--- src/rtl/stat_bank_pkg.sv ---
package stat_bank_pkg;

  typedef enum logic [3:0] {
    FM_RO        = 4'd0,
    FM_RV        = 4'd1,
    FM_LVL_HI_RC = 4'd2,
    FM_LVL_LO_RC = 4'd3,
    FM_LVL_HI_WC = 4'd4,
    FM_LVL_LO_WC = 4'd5,
    FM_EDG_UP_RC = 4'd6,
    FM_EDG_DN_RC = 4'd7,
    FM_EDG_UP_WC = 4'd8,
    FM_EDG_DN_WC = 4'd9,
    FM_IEN       = 4'd10,
    FM_STRB      = 4'd11,
    FM_LOR       = 4'd12
  } fmode_e;

  function automatic bit is_edge(fmode_e m);
    return (m == FM_EDG_UP_RC) || (m == FM_EDG_DN_RC) ||
           (m == FM_EDG_UP_WC) || (m == FM_EDG_DN_WC);
  endfunction

  function automatic bit is_level(fmode_e m);
    return (m == FM_LVL_HI_RC) || (m == FM_LVL_LO_RC) ||
           (m == FM_LVL_HI_WC) || (m == FM_LVL_LO_WC);
  endfunction

  function automatic bit clears_on_read(fmode_e m);
    return (m == FM_LVL_HI_RC) || (m == FM_LVL_LO_RC) ||
           (m == FM_EDG_UP_RC) || (m == FM_EDG_DN_RC);
  endfunction

endpackage

--- src/rtl/sb_field.sv ---
module sb_field #(
  parameter int                    DW   = 8,
  parameter stat_bank_pkg::fmode_e MODE = stat_bank_pkg::FM_RO
) (
  input  logic          clk,
  input  logic          rst,
  input  logic [DW-1:0] hw_i,
  input  logic          hit_wr,
  input  logic          hit_rd,
  input  logic [DW-1:0] wdata,
  input  logic          load_now,
  output logic [DW-1:0] rd_o,
  output logic [DW-1:0] ctl_o,
  output logic [DW-1:0] src_o,
  output logic [DW-1:0] ien_o
);
  import stat_bank_pkg::*;

  localparam bit IS_EDG  = is_edge(MODE);
  localparam bit IS_LVL  = is_level(MODE);
  localparam bit RD_CLR  = clears_on_read(MODE);
  localparam bit ACT_LOW = (MODE == FM_LVL_LO_RC) || (MODE == FM_LVL_LO_WC);
  localparam bit RISING  = (MODE == FM_EDG_UP_RC) || (MODE == FM_EDG_UP_WC);
  localparam bit SW_OWN  = (MODE == FM_IEN) || (MODE == FM_STRB) || (MODE == FM_LOR);

  logic [DW-1:0] q, prev, stb;
  logic [DW-1:0] nxt, set_v, clr_v;

  // Set and clear terms; the set is ORed in after the clear so it wins.
  always_comb begin
    if (IS_EDG)
      set_v = RISING ? (hw_i & ~prev) : (~hw_i & prev);
    else
      set_v = ACT_LOW ? ~hw_i : hw_i;

    if (RD_CLR)
      clr_v = {DW{hit_rd}};
    else
      clr_v = hit_wr ? wdata : '0;

    nxt = q;
    if (MODE == FM_RO)
      nxt = hw_i;
    else if (IS_LVL || IS_EDG)
      nxt = (q & ~clr_v) | set_v;
    else if ((MODE == FM_LOR) && load_now)
      nxt = hw_i;
    else if (SW_OWN && hit_wr)
      nxt = wdata;
  end

  always_ff @(posedge clk) begin
    if (rst) begin
      q    <= '0;
      prev <= '0;
      stb  <= '0;
    end else begin
      q    <= nxt;
      prev <= hw_i;
      stb  <= ((MODE == FM_STRB) && hit_wr) ? wdata : '0;
    end
  end

  assign rd_o  = (MODE == FM_RV) ? hw_i : q;
  assign ctl_o = (MODE == FM_STRB) ? stb :
                 ((MODE == FM_IEN) || (MODE == FM_LOR)) ? q : '0;
  assign src_o = IS_EDG ? q : '0;
  assign ien_o = (MODE == FM_IEN) ? q : '0;

endmodule

--- src/rtl/sb_rd_mux.sv ---
module sb_rd_mux #(
  parameter int DW   = 8,
  parameter int NREG = 13,
  parameter int AW   = 4
) (
  input  logic                     clk,
  input  logic                     rst,
  input  logic                     ren,
  input  logic [AW-1:0]            addr,
  input  logic [NREG-1:0][DW-1:0]  vals,
  output logic [DW-1:0]            rdata
);
  logic [DW-1:0] sel;

  always_comb begin
    sel = '0;
    for (int i = 0; i < NREG; i++) begin
      if (addr == AW'(i)) sel = vals[i];
    end
  end

  always_ff @(posedge clk) begin
    if (rst)      rdata <= '0;
    else if (ren) rdata <= sel;
  end

endmodule

--- src/rtl/sb_irq.sv ---
module sb_irq #(
  parameter int DW   = 8,
  parameter int NREG = 13
) (
  input  logic                    clk,
  input  logic                    rst,
  input  logic [NREG-1:0][DW-1:0] src,
  input  logic [NREG-1:0][DW-1:0] en,
  output logic                    irq
);
  logic [DW-1:0] pend, ena;

  always_comb begin
    pend = '0;
    ena  = '0;
    for (int i = 0; i < NREG; i++) begin
      pend = pend | src[i];
      ena  = ena  | en[i];
    end
  end

  always_ff @(posedge clk) begin
    if (rst) irq <= 1'b0;
    else     irq <= |(pend & ena);
  end

endmodule

--- src/rtl/stat_bank.sv ---
module stat_bank #(
  parameter int               DW       = 8,
  parameter int               NREG     = 13,
  parameter int               AW       = 4,
  parameter logic [4*NREG-1:0] MODE_MAP = 52'hC_BA98_7654_3210
) (
  input  logic               clk,
  input  logic               rst,
  input  logic [AW-1:0]      bus_addr,
  input  logic [DW-1:0]      bus_wdata,
  input  logic               bus_wen,
  input  logic               bus_ren,
  output logic [DW-1:0]      bus_rdata,
  input  logic [NREG*DW-1:0] hw_in,
  output logic [NREG*DW-1:0] hw_ctl,
  output logic               irq_o
);
  import stat_bank_pkg::*;

  logic armed_q;
  logic [NREG-1:0][DW-1:0] rd_vals, src_vals, en_vals, ctl_vals;

  // Low only during the first cycle after reset is released.
  always_ff @(posedge clk) begin
    if (rst) armed_q <= 1'b0;
    else     armed_q <= 1'b1;
  end

  for (genvar g = 0; g < NREG; g++) begin : g_word
    localparam fmode_e M = fmode_e'(MODE_MAP[4*g +: 4]);
    logic hit_wr, hit_rd;
    assign hit_wr = bus_wen && (bus_addr == AW'(g));
    assign hit_rd = bus_ren && (bus_addr == AW'(g));

    sb_field #(.DW(DW), .MODE(M)) u_fld (
      .clk      (clk),
      .rst      (rst),
      .hw_i     (hw_in[g*DW +: DW]),
      .hit_wr   (hit_wr),
      .hit_rd   (hit_rd),
      .wdata    (bus_wdata),
      .load_now (~armed_q),
      .rd_o     (rd_vals[g]),
      .ctl_o    (ctl_vals[g]),
      .src_o    (src_vals[g]),
      .ien_o    (en_vals[g])
    );

    assign hw_ctl[g*DW +: DW] = ctl_vals[g];
  end

  sb_rd_mux #(.DW(DW), .NREG(NREG), .AW(AW)) u_mux (
    .clk   (clk),
    .rst   (rst),
    .ren   (bus_ren),
    .addr  (bus_addr),
    .vals  (rd_vals),
    .rdata (bus_rdata)
  );

  sb_irq #(.DW(DW), .NREG(NREG)) u_irq (
    .clk (clk),
    .rst (rst),
    .src (src_vals),
    .en  (en_vals),
    .irq (irq_o)
  );

endmodule

--- config.mk ---
export PLATFORM = sky130hd
export DESIGN_NAME = stat_bank
export DESIGN_NICKNAME = d
export VERILOG_FILES = /design/src/rtl/stat_bank_pkg.sv /design/src/rtl/sb_field.sv /design/src/rtl/sb_rd_mux.sv /design/src/rtl/sb_irq.sv /design/src/rtl/stat_bank.sv
export SDC_FILE = /design/constraint.sdc
export NUM_CORES = 1
export LEC_CHECK = 0
export BUFFER_PORTS_ARGS = -buffer_cell sky130_fd_sc_hd__buf_2
export CORE_MARGIN = 8
export CORE_UTILIZATION = 35
export CTS_CLUSTER_DIAMETER = 40
export CTS_CLUSTER_SIZE = 40
export DETAILED_ROUTE_END_ITERATION = 6
export GPL_TIMING_DRIVEN = 0
export HOLD_SLACK_MARGIN = 0.08
export PLACE_DENSITY = 0.56
export SLEW_MARGIN = 0
export SYNTH_ARGS = -nofsm -noshare
export SYNTH_HDL_FRONTEND = slang
export SYNTH_SLANG_ARGS = --single-unit
--- constraint.sdc ---
create_clock -name clk -period 3.2 [get_ports clk]
set_input_delay 0.32 -clock clk [delete_from_list [all_inputs] [get_ports clk]]
set_output_delay 0.32 -clock clk [all_outputs]
set_load 0.05 [all_outputs]
# After elaboration in Yosys (flattened, before gate mapping)
# Index checks and enable logic that the tools add are counted.
[op_classes] reduce_logical=14 eq_ne=13 muxes=20 bitwise=39
[ops] operator="$mux W8" count=19
[ops] operator="$not A8 Y8" count=14
[ops] operator="$and A8 B8 Y8" count=13
[ops] operator="$or A8 B8 Y8" count=11
[ops] operator="$eq A4 B4 Y1 const B" count=5
[ops] operator="$eq A4 B3 Y1 const B" count=4
[ops] operator="$logic_and A1 B1 Y1" count=11
[ops] operator="$eq A4 B2 Y1 const B" count=2
[ops] operator="$reduce_or A8 Y1" count=1
[ops] operator="$eq A4 B1 Y1 const B" count=1
[ops] operator="$logic_not A4 Y1" count=1
[ops] operator="$ne A2 B1 Y1 const B" count=1
[ops] operator="$reduce_or A2 Y1" count=1
[ops] operator="$mux W1" count=1
[ops] operator="$not A1 Y1" count=1
[word_totals] ff_bits=146 inputBits=120 word_cells=106

# Depth between registers and ports, before layout
[depth] ltp_word=14 ltp_mapped=8 ltp_nobuf=5

# Cells and area by module
# From an unflattened synthesis, not the netlist that was laid out.
[unflattened] cells_unflattened=1098 hier_area_um2=9619.2
[by_module_without_submodules] module="sb_field (g_word[8].u_fld ...)" instances=2 seq_area_each_um2=320.3 area_per_inst_um2=777.0 cells_each=75
[by_module_without_submodules] module="sb_rd_mux" instances=1 seq_area_each_um2=160.2 area_per_inst_um2=1491.4 cells_each=196
[by_module_without_submodules] module="sb_field (g_word[6].u_fld)" instances=1 seq_area_each_um2=320.3 area_per_inst_um2=763.2 cells_each=74
[by_module_without_submodules] module="sb_field (g_word[7].u_fld)" instances=1 seq_area_each_um2=320.3 area_per_inst_um2=755.7 cells_each=74
[by_module_without_submodules] module="sb_field (g_word[11].u_fld)" instances=1 seq_area_each_um2=320.3 area_per_inst_um2=615.6 cells_each=68
[by_module_without_submodules] module="sb_field (g_word[12].u_fld)" instances=1 seq_area_each_um2=160.2 area_per_inst_um2=553.0 cells_each=60
[by_module_without_submodules] module="sb_field (g_word[4].u_fld)" instances=1 seq_area_each_um2=160.2 area_per_inst_um2=543.0 cells_each=59
[by_module_without_submodules] module="sb_field (g_word[5].u_fld)" instances=1 seq_area_each_um2=160.2 area_per_inst_um2=510.5 cells_each=51
[by_module_without_submodules] module="sb_irq" instances=1 seq_area_each_um2=20.0 area_per_inst_um2=499.2 cells_each=86
[by_module_without_submodules] module="sb_field (g_word[2].u_fld)" instances=1 seq_area_each_um2=160.2 area_per_inst_um2=488.0 cells_each=58
[by_module_without_submodules] module="sb_field (g_word[10].u_fld)" instances=1 seq_area_each_um2=160.2 area_per_inst_um2=469.2 cells_each=51
[by_module_without_submodules] module="sb_field (g_word[3].u_fld)" instances=1 seq_area_each_um2=160.2 area_per_inst_um2=457.9 cells_each=50
[by_module_without_submodules] module="sb_field (g_word[0].u_fld)" instances=1 seq_area_each_um2=160.2 area_per_inst_um2=394.1 cells_each=41
[by_module_without_submodules] module="stat_bank" instances=1 seq_area_each_um2=20.0 area_per_inst_um2=280.3 cells_each=47
[by_module_without_submodules] module="sb_field (g_word[1].u_fld)" instances=1 seq_area_each_um2=0.0 area_per_inst_um2=244.0 cells_each=33

# Worst setup path before layout
# No wires, ideal clock.
[synth_timing] path_type="input -> register" start="input bus_addr[1]" end="register u_mux.rdata[4]" t_arrival_ns=1.397 n_path_buf=3 slack_ns=1.686 path_stages=7 path_cell_list="buf_6 > buf_8 > buf_12 > mux2i_1 > o21ai_1 > a211o_1 > a32o_1"
[synth_via] elab_chain_len=14 word_cells_on_any_way=26 classes_between="12 x eq/ne; 13 x mux; 1 x reduce/logical"
[synth_rtl] item="from (decl)" line_no="stat_bank.sv:9" source="input logic [AW-1:0] bus_addr,"
[synth_rtl] item="$logic_not A4 Y1" line_no="sb_rd_mux.sv:18" source="if (addr == AW'(i)) sel = vals[i];"
[synth_rtl] item="$mux W8 (12 in a row)" line_no="sb_rd_mux.sv:18"
[synth_rtl] item="$mux W8 (*)" line_no="sb_rd_mux.sv:18"
[synth_rtl] item="to (signal assigned)" line_no="sb_rd_mux.sv:24" source="else if (ren) rdata <= sel;"
[synth_rtl] item="to (decl)" line_no="sb_rd_mux.sv:11" source="output logic [DW-1:0] rdata"
# Mark *: on every way between the ends. The rest lies on a longest branch, timed or not.
# A chain may end at the register's enable or synchronous reset.

# Worst setup path after layout
[layout_timing] start="input bus_addr[3]" end="register g_word[3].u_fld.q[4]"
[layout_via] elab_chain_len=5
[layout_rtl] item="$eq A4 B2 Y1" line_no="stat_bank.sv:33" source="assign hit_rd = bus_ren && (bus_addr == AW'(g));"
[layout_rtl] item="$logic_and A1 B1 Y1" line_no="stat_bank.sv:33"
[layout_rtl] item="$not A8 Y8" line_no="sb_field.sv:45" source="nxt = (q & ~clr_v) | set_v;"
[layout_rtl] item="$and A8 B8 Y8" line_no="sb_field.sv:45"
[layout_rtl] item="$or A8 B8 Y8" line_no="sb_field.sv:45"
[layout_rtl] item="to (signal assigned)" line_no="sb_field.sv:58" source="q <= nxt;"
[layout_rtl] item="to (decl)" line_no="sb_field.sv:26" source="logic [DW-1:0] q, prev, stb;"
# Every way passes these cells.

==> results_dict.tcl <==
set metrics [dict create \
    drive_gt1_share_pct 29.3 \
    hpwl_um 19000 \
    layout_common_cells "buf_2 (150), dfxtp_1 (146), a21oi_1 (86)" \
    cts_made_buffers 17 \
    ys_warn_count 0 \
    cap_violations 0 \
    grt_use_met3_pct 5.60 \
    r2r_start "armed_q$_DFF_P_" \
    critPathKind "in2reg" \
    critPathCaptureType "flop" \
    p_leak_nw 4.14 \
    core_um2 19400 \
    cts-root-buf "clkbuf_16" \
    final_common_cell "buf_2" \
    finalCriticalPeriod_ps 1660 \
    crit_slowest_cell "nand4_1" \
    areaGrowthSynthToFinish_pct 29.8 \
    cts_htree_levels 4 \
    routabilityCongestion 0.929 \
    port_buffers 134 \
    maxSlewHeadroom_pct 46.2 \
    drc_errors 0 \
    final_antenna_net_count 0 \
    path_depth 7 \
    min_path_cells 3 \
    place_ws_ps 1080 \
    status "finished clean" \
    crit_arrival_ps 1940 \
    n_fill_cell 2001 \
    irDropWorstVdd_v 0.000372 \
    cts_tree "done" \
    die_h_um 156 \
    hold-worst-slack_ps 103 \
    swShare_pct 29.6 \
    required_ps 3480 \
    yosysSeqAreaShare_pct 42.5 \
    io-pin-count 233 \
    p_comb_share_pct 17.7 \
    finalSetupTns_ps 0 \
    grt_use_met1_pct 25.4 \
    path_cells "buf_2, buf_2, buf_2, nor2_1, nand4_1, nand2_1, a21oi_1" \
    holdPathEnd "g_word[2].u_fld.rd_o[0]$_SDFF_PP0_" \
    timing.final.ws_setup_ps 1540 \
    worstRegToRegCells 5 \
    period_share_pct 52.0 \
    synth_cells 765 \
    start_kind "input port" \
    critPathTopFamily "simple AND/OR/NAND/NOR gates" \
    final_area_um2 8920 \
    crit_buf_inv 3 \
    p_per_area_nw_per_um2 551 \
    dpl-instance-area_um2 8170 \
    synth_edf_count 0 \
    num_vias 6034 \
    clk_pin_slew_ps 60 \
    ys_async_sr_fraction_pct 0 \
    syn_area_um2 6870 \
    slowest_delay_ps 430 \
    switchingPower_mw 1.46 \
    grt_pass1_vias 5984 \
    hold_class "in2reg" \
    intPower_mw 3.46 \
    max_freq_mhz 601 \
    ys_types 60 \
    worst-path-max-fanout 10 \
    row_count 51 \
    pwr-share-clk_pct 41.7 \
    grt_max_degree 17 \
    nNetsFinal 1132 \
    cts.path.max_buffers 2 \
    worst_slew_pin_slew_ps 806 \
    cts.sinks 146 \
    regArea_um2 2920 \
    grt.busiest_layer "met2" \
    rsz0062_at_grt "no" \
    clkLatencyLatePin_ps 430 \
    drtPass1Iterations 7 \
    grt_use_met2_pct 32.0 \
    wl_per_cell_um 19.3 \
    drt-initial-drc-count 358 \
    wl_um 24900 \
    power_mw 4.92 \
    r2r_end "g_word[12].u_fld.ctl_o[7]$_SDFFE_PP0P_" \
    via_per_inst 4.68 \
    synth_ff_type "dfxtp_1" \
    r2r_slack_ps 1650 \
    grt_usage_pct 20.0 \
    start_util_pct 35.4 \
    insertedDiodeCount 0 \
    cpMostUsedCell "buf_2" \
    setup_viol 0 \
    avgSynthCellArea_um2 8.98 \
    grt-ovfl-total 0 \
    fin_worst_skew_ps 11.6 \
    ys_seq_elements 146 \
    pwr-share-seq_pct 40.6 \
    multi_input_area_um2 3250 \
    die_w_um 156 \
    final_max_slew_viol_count 0 \
    cts_setup_buffers 0 \
    min-delay-start "hw_in[16]" \
    die_area_um2 24400 \
    grt_first_pass_wirelength_um 36300 \
    hold_viol 0 \
    antenna_found_initial 0 \
]
-- synthesized netlist by cell type (all sizes together) (2+ instances only) --
cell	count	area share, %
a2111oi	3	0.66
a32oi	3	0.38
a21oi	89	6.6
and3b	2	0.25
nand2b	23	2.1
o21a	3	0.33
nand4	3	0.27
o21ai	33	2.4
o41ai	8	1.0
nor2b	51	4.8
and3	15	1.4
o22ai	3	0.27
mux2i	42	6.1
mux2	5	0.82
a22o	8	1.0
a221oi	3	0.56
o211ai	2	0.22
nand3b	5	0.55
nand2	46	2.5
o2111ai	2	0.25
nor3	4	0.29
a211o	2	0.25
dfxtp	146	43
buf	114	13
o2bb2ai	5	0.64
clkbuf	9	0.49
nor2	66	3.6
mux4	2	0.66
and2b	2	0.22
a211oi	10	1.2
inv	27	1.5
nor3b	3	0.49
nand3	4	0.29
a22oi	5	0.62
o221ai	6	0.76
-- per-layer routing --
layer / part of all wire, % / up-vias
li1: - / 2979
met1: 44 / 2787
met2: 45 / 243
met3: 8.7 / 25
met4: 2.1 / 0
met5: 0 / -
-- registers in the layout, indices dropped and copies added (netlist names) --
signal	count
u_irq.irq	1
g_word.u_fld.prev	32
g_word.u_fld.ctl_o	24
g_word.u_fld.rd_o	80
u_mux.rdata	8
armed_q	1
-- stage by stage --
stage | util [%] | std cells
final | 46.0 | 1289
after detailed placement | 42.1 | 1243
after CTS | 46.0 | 1289
after global placement | 42.1 | 1243
after global routing | 46.0 | 1289
after floorplan | - | 844
-- what timing repair did --
action                    4_1_cts  5_1_grt
gates resized for setup         0        0
hold endpoints to repair       15        0
hold buffers                   15        0
-- tightest hold or removal path: stages --
cell and delay, ps:
buf_2 80, a21oi_1 30, nor2_1 70
-- power by group through the flow --
stage	Clock [mW]	Sequential [mW]	Combinational, mW
final	2.05	2.00	0.870
after global routing	2.15	2.00	0.927
after CTS	2.07	1.99	0.862
after detailed placement	0	2.03	0.845
after global placement	0	2.03	0.845
after floorplan	0	2.06	0.573
-- cells by family (layout without fill, tap and decap cells) --
| logic type | count (synthesis) | after routing | synth area share [%] |
|---|---|---|---|
| compound gates | 192 | 192 | 18.1 |
| other cells | 1 | 80 | 0.0546 |
| flops | 146 | 146 | 42.5 |
| simple gates | 227 | 227 | 17.2 |
| buf+inv | 150 | 330 | 14.5 |
| mux | 49 | 49 | 7.59 |
-- worst max-delay path by stage --
stage	startpoint	endpoint	slack (ps)
2_1_floorplan	bus_addr[1]	u_mux.rdata[4]$_SDFFE_PP0P_	1690
3_3_place_gp	rst	g_word[2].u_fld.rd_o[2]$_SDFF_PP0_	1090
3_5_place_dp	rst	g_word[2].u_fld.rd_o[2]$_SDFF_PP0_	1080
4_1_cts	rst	g_word[11].u_fld.rd_o[3]$_SDFFE_PP0P_	1510
5_1_grt	rst	g_word[2].u_fld.rd_o[1]$_SDFF_PP0_	1420
6_report	bus_addr[3]	g_word[3].u_fld.rd_o[4]$_SDFF_PP0_	1540
-- area by class of cell --
type	instances	area share, %
Tap cell	265	3.72
Clock buffer	18	4.92
Inverter	27	1.14
Sequential cell	146	32.8
Clock inverter	13	1.80
Multi-Input combinational cell	548	36.4
Buffer	123	10.0
Timing Repair Buffer	149	9.20
Power figures use the tool's default switching activity.
